--- src/rtl/sticky_rshift.sv ---
module sticky_rshift #(
  parameter int HALF = 64,
  parameter int CW   = 8
) (
  input  logic [HALF-1:0] src_hi,
  input  logic [HALF-1:0] src_lo,
  input  logic [CW-1:0]   shamt,
  output logic [HALF-1:0] res_hi,
  output logic [HALF-1:0] res_lo
);
  localparam int W  = 2 * HALF;
  localparam int LW = $clog2(W);

  logic [W-1:0] stg [0:LW];
  logic [LW:0]  stk;
  logic         ovf;
  logic [W-1:0] src, res;

  assign src    = {src_hi, src_lo};
  assign stg[0] = src;
  assign stk[0] = 1'b0;

  for (genvar k = 0; k < LW; k++) begin : g_stage
    localparam int S = 1 << k;
    assign stg[k+1] = shamt[k] ? (stg[k] >> S) : stg[k];
    assign stk[k+1] = stk[k] | (shamt[k] & (|stg[k][S-1:0]));
  end

  if (CW > LW) begin : g_ovf
    assign ovf = |shamt[CW-1:LW];
  end else begin : g_no_ovf
    assign ovf = 1'b0;
  end

  assign res = ovf ? {{(W-1){1'b0}}, |src}
                   : {stg[LW][W-1:1], stg[LW][0] | stk[LW]};

  assign res_hi = res[W-1:HALF];
  assign res_lo = res[HALF-1:0];
endmodule


--- config.mk ---
export PLATFORM = sky130hd
export DESIGN_NAME = sticky_rshift
export DESIGN_NICKNAME = d
export VERILOG_FILES = /design/src/rtl/sticky_rshift.sv
export SDC_FILE = /design/constraint.sdc
export NUM_CORES = 1
export LEC_CHECK = 0
export BUFFER_PORTS_ARGS = -buffer_cell sky130_fd_sc_hd__clkbuf_2
export CELL_PAD_IN_SITES_DETAIL_PLACEMENT = 1
export CELL_PAD_IN_SITES_GLOBAL_PLACEMENT = 1
export CORE_ASPECT_RATIO = 1.25
export CORE_UTILIZATION = 39
export DETAILED_ROUTE_END_ITERATION = 16
export GPL_TIMING_DRIVEN = 1
export PLACE_DENSITY_LB_ADDON = 0.3
export SETUP_SLACK_MARGIN = 0.02
export SLEW_MARGIN = 40
export SYNTH_ARGS = -nofsm -noshare
export SYNTH_HDL_FRONTEND = slang
export SYNTH_SLANG_ARGS = --single-unit
--- constraint.sdc ---
create_clock -name vclk -period 3.6
set_clock_uncertainty 0.1 [all_clocks]
set_input_delay 0 -clock vclk [all_inputs]
set_output_delay 0 -clock vclk [all_outputs]
set_load 0.01 [all_outputs]
Yosys cells after proc, flatten, opt, wreduce, memory -nomap -nowiden
Cells that the tools add are included.
- muxes and demuxes: 8
- bitwise gates (word level): 14
- reductions and logical operators: 7
- operators by type and width (operator ; count):
    $mux 128 ; 8
    $reduce_or 128->1 ; 1
    $reduce_or 64->1 ; 1
    $reduce_or 32->1 ; 1
    $reduce_or 16->1 ; 1
    $reduce_or 8->1 ; 1
    $and 1x1->1 ; 7
    $or 1x1->1 ; 7
    $reduce_or 4->1 ; 1
    $reduce_or 2->1 ; 1
- register bits: 0
- bits of input ports: 136
- output and inout port bits: 128
- word-level logic and storage cells: 29

Depth between registers and ports, before layout
- word-level depth: 11
- depth in mapped cells: 18
- mapped depth without buffers: 9

Worst setup path before layout
OpenSTA, ideal clock, no wires.
- path type: input-to-output
- start: input port shamt[1]
- end: output port res_lo[0]
- arrival: 3.338 ns
- required time: 3.500 ns
- path slack: 0.162 ns
- stages: 11
- buffers on the path: 2
- cells stage by stage: buf_6 > buf_1 > mux4_2 > mux4_2 > and2_1 > nor4_1 > and4_1 > nand4_1 > or4b_1 > nor4_1 > o32ai_1
- word-level cells in the longest chain between the ends: 10
- elaborated cells between the ends (all ways): 25
- those cells by class: mux (7); bitwise (13); reduce/logical (5)
- RTL lines (item ; RTL line ; text):
    start, declared ; 7 ; input logic [CW-1:0] shamt,
    $mux 128 ; 25 ; assign stg[k+1] = shamt[k] ? (stg[k] >> S) : stg[k];
    $mux 128 / $reduce_or 4->1 (equally long branches) ; 25, 26 ;
    $mux 128 (tied with other cells) (3 in a row) ; 25 ;
    $reduce_or 64->1 (tied with other cells) ; 26 ; assign stk[k+1] = stk[k] | (shamt[k] & (|stg[k][S-1:0]));
    $and 1x1->1 / $or 1x1->1 (equally long branches) ; 26 ;
    $or 1x1->1 ; 26 ;
    $or 1x1->1 (*) ; 36 ; : {stg[LW][W-1:1], stg[LW][0] | stk[LW]};
    $mux 128 (*) ; 35 ; assign res = ovf ? {{(W-1){1'b0}}, |src}
    end, declared ; 9 ; output logic [HALF-1:0] res_lo
Mark *: on every way between the ends. The rest lies on a longest branch, timed or not.

Final worst setup path
Ends and elaborated chain as after synthesis.

==> flow_metrics.tcl <==
set metrics [dict create \
    die_area_um2 32600 \
    grt-ovfl-total 0 \
    netlist_instances 1449 \
    drtPass1Iterations 8 \
    vias_per_cell 7.42 \
    io_pins 264 \
    yosys-top-cells-area "mux4_2 (35%), mux2i_1 (10%), mux2_2 (9.1%), nor2_1 (5.4%), nand2_1 (4.7%)" \
    drc_errors 0 \
    clkbuf_count 0 \
    post-place-ws_ns -0.499 \
    final.period_utilization 1.02 \
    multi_input_area_um2 11900 \
    syn_nets 1585 \
    max_freq_mhz 273 \
    die_y_um 201 \
    grt_pass1_vias 18000 \
    max_slew_margin 0.438 \
    drive_gt1_frac 0.530 \
    synth_cell_type_count 72 \
    dpl_cell_area_um2 17200 \
    cp_cell_sequence "buf_16 > buf_12 > buf_4 > mux2_1 > a221oi_2 > buf_4 > a22o_1 > mux4_2 > and4_1 > nand4_1 > or4b_4 > nor4_4 > o32ai_1 > buf_2" \
    wl_per_cell_um 36.7 \
    worst_path_most_repeated_cell "buf_4" \
    cp.arrival_ns 3.56 \
    setup_violations 1 \
    seq_cell_count 0 \
    track_usage 0.538 \
    crit_type "in2out" \
    holdWs_ns 0.431 \
    drt_wl_total_um 89700 \
    worstHoldPathType "in2out" \
    yosys.area.top_type_share 0.352 \
    grt_setup_unrepaired "yes" \
    violations "setup timing" \
    die_x_um 162 \
    tightest_slew_ns 0.835 \
    synth.yosys.seq_area_share 0 \
    end_kind "output port" \
    slowest_delay_ns 0.64 \
    fill_cells 3777 \
    synth_common_cells "mux4_2 (194), nor2_1 (180), nand2_1 (154)" \
    grt_pass1_wl_um 128000 \
    grt_max_degree 58 \
    hold_viol_final 0 \
    drv_cap 0 \
    port_buffers 264 \
    fin_nets 2171 \
    area_delta_synth_final_pct 42.9 \
    crit_path_start "shamt[1]" \
    antenna_left 0 \
    gp_congestion 1.13 \
    netlist_area_um2 12400 \
    status "complete, but fails checks" \
    core_region_area_um2 31200 \
    hold_buffers 0 \
    cp-endpoint "res_lo[0]" \
    yosys_warnings 0 \
    worst_slack_ns -0.0618 \
    start_kind "input pin" \
    dp.final_hpwl_um 69900 \
    num_vias 18100 \
    place_inst 2421 \
    yosysMostFrequentCell "mux4_2" \
    finalCriticalPeriod_ns 3.66 \
    yosysTopAreaCell "mux4_2" \
    num_rows 72 \
    antenna_found_initial 4 \
    final_cell_count_no_fill 2441 \
    syn_avg_cell_area_um2 8.57 \
    slowest_stage "or4b_4" \
    cp_data_required_time_ns 3.50 \
    start_util 0.398 \
    final_max_slew_viol_count 0 \
    crit_fanout 10 \
    register_area_um2 0 \
    drt-initial-drc-count 2791 \
    fin_area_um2 17700 \
]
worst min path at each step:
| stage | from | endpoint | depth (start not counted) |
|---|---|---|---|
| final | shamt[7] | res_lo[28] | 3 |
| after global routing | shamt[7] | res_lo[28] | 3 |
| after CTS | shamt[7] | res_lo[28] | 3 |
| after detailed placement | shamt[7] | res_lo[28] | 3 |
| after global placement | shamt[7] | res_lo[29] | 3 |
| after floorplan | src_hi[63] | res_hi[63] | 2 |
area by class of cell:
type | count | share of cell area
inverters | 12 | 0.00310
well taps | 407 | 0.0287
diodes | 1 | 0.000141
repair buffers | 732 | 0.298
multi-input cells | 1289 | 0.670
cells by family after synthesis:
logic type,Yosys count,synth area share
buffers and inverters,160,0.0567
AOI/OAI and AO/OA,322,0.179
and+or+nand+nor,517,0.193
muxes,450,0.571
layout by cell type, fill, tap and decap left out, types with 5 or more instances in the layout:
| cell type | n |
|---|---|
| buf_4 | 438 |
| clkbuf_2 | 260 |
| mux4_2 | 194 |
| nor2_1 | 179 |
| nand2_1 | 153 |
| mux2i_1 | 115 |
| mux2_2 | 101 |
| a21oi_1 | 53 |
| o21ai_0 | 47 |
| o22ai_1 | 40 |
| nor4_1 | 36 |
| a211oi_1 | 29 |
| mux2_1 | 26 |
| nor3_1 | 24 |
| a22oi_1 | 23 |
| and2_1 | 20 |
| buf_12 | 18 |
| nand4_1 | 16 |
| o211ai_1 | 15 |
| nand3_1 | 14 |
| nor2b_1 | 13 |
| mux2i_2 | 11 |
| and3_1 | 11 |
| a22o_1 | 10 |
| nand2b_1 | 8 |
| o22a_1 | 8 |
| o21ai_1 | 8 |
| o221ai_1 | 7 |
| o21a_1 | 7 |
| a21o_1 | 7 |
| inv_1 | 6 |
| a31oi_1 | 6 |
| or3_1 | 6 |
| a32oi_1 | 6 |
| a211o_1 | 6 |
| or4_1 | 6 |
| or2_2 | 5 |
| a2bb2oi_1 | 5 |
| buf_16 | 5 |
routing by layer:
layer  routed length, um  part of all wire  GRT usage  vias up
li1                    -                 -          -     7041
met1               30400              0.34      0.632     8617
met2               38500              0.43      0.822     1833
met3               11300              0.13      0.151      624
met4                9490              0.11      0.425        6
met5                  41           0.00046          0        -
worst max-delay path, delay by kind of cell:
kind | cells | cell delay, ns
AO/OA/AOI/OAI | 3 | 0.71
buffers and inverters | 5 | 0.78
AND/OR/NAND/NOR | 4 | 1.38
multiplexers | 2 | 0.69
metrics by stage:
stage,setup TNS [ns],utilization
2_1_floorplan,0,-
4_1_cts,0,0.562
3_5_place_dp,-0.499,0.552
3_3_place_gp,-0.552,0.552
6_report,-0.0618,0.569
5_1_grt,-0.0805,0.569
timing repair:
| item | in CTS | in global routing |
|---|---|---|
| pin swaps | 8 | 9 |
| buffers inserted | 8 | 7 |
| endpoints found under the hold margin | 0 | 0 |
| gates resized for setup | 34 | 31 |
| gates cloned | 4 | 1 |
| endpoints found under the setup margin | 1 | 1 |
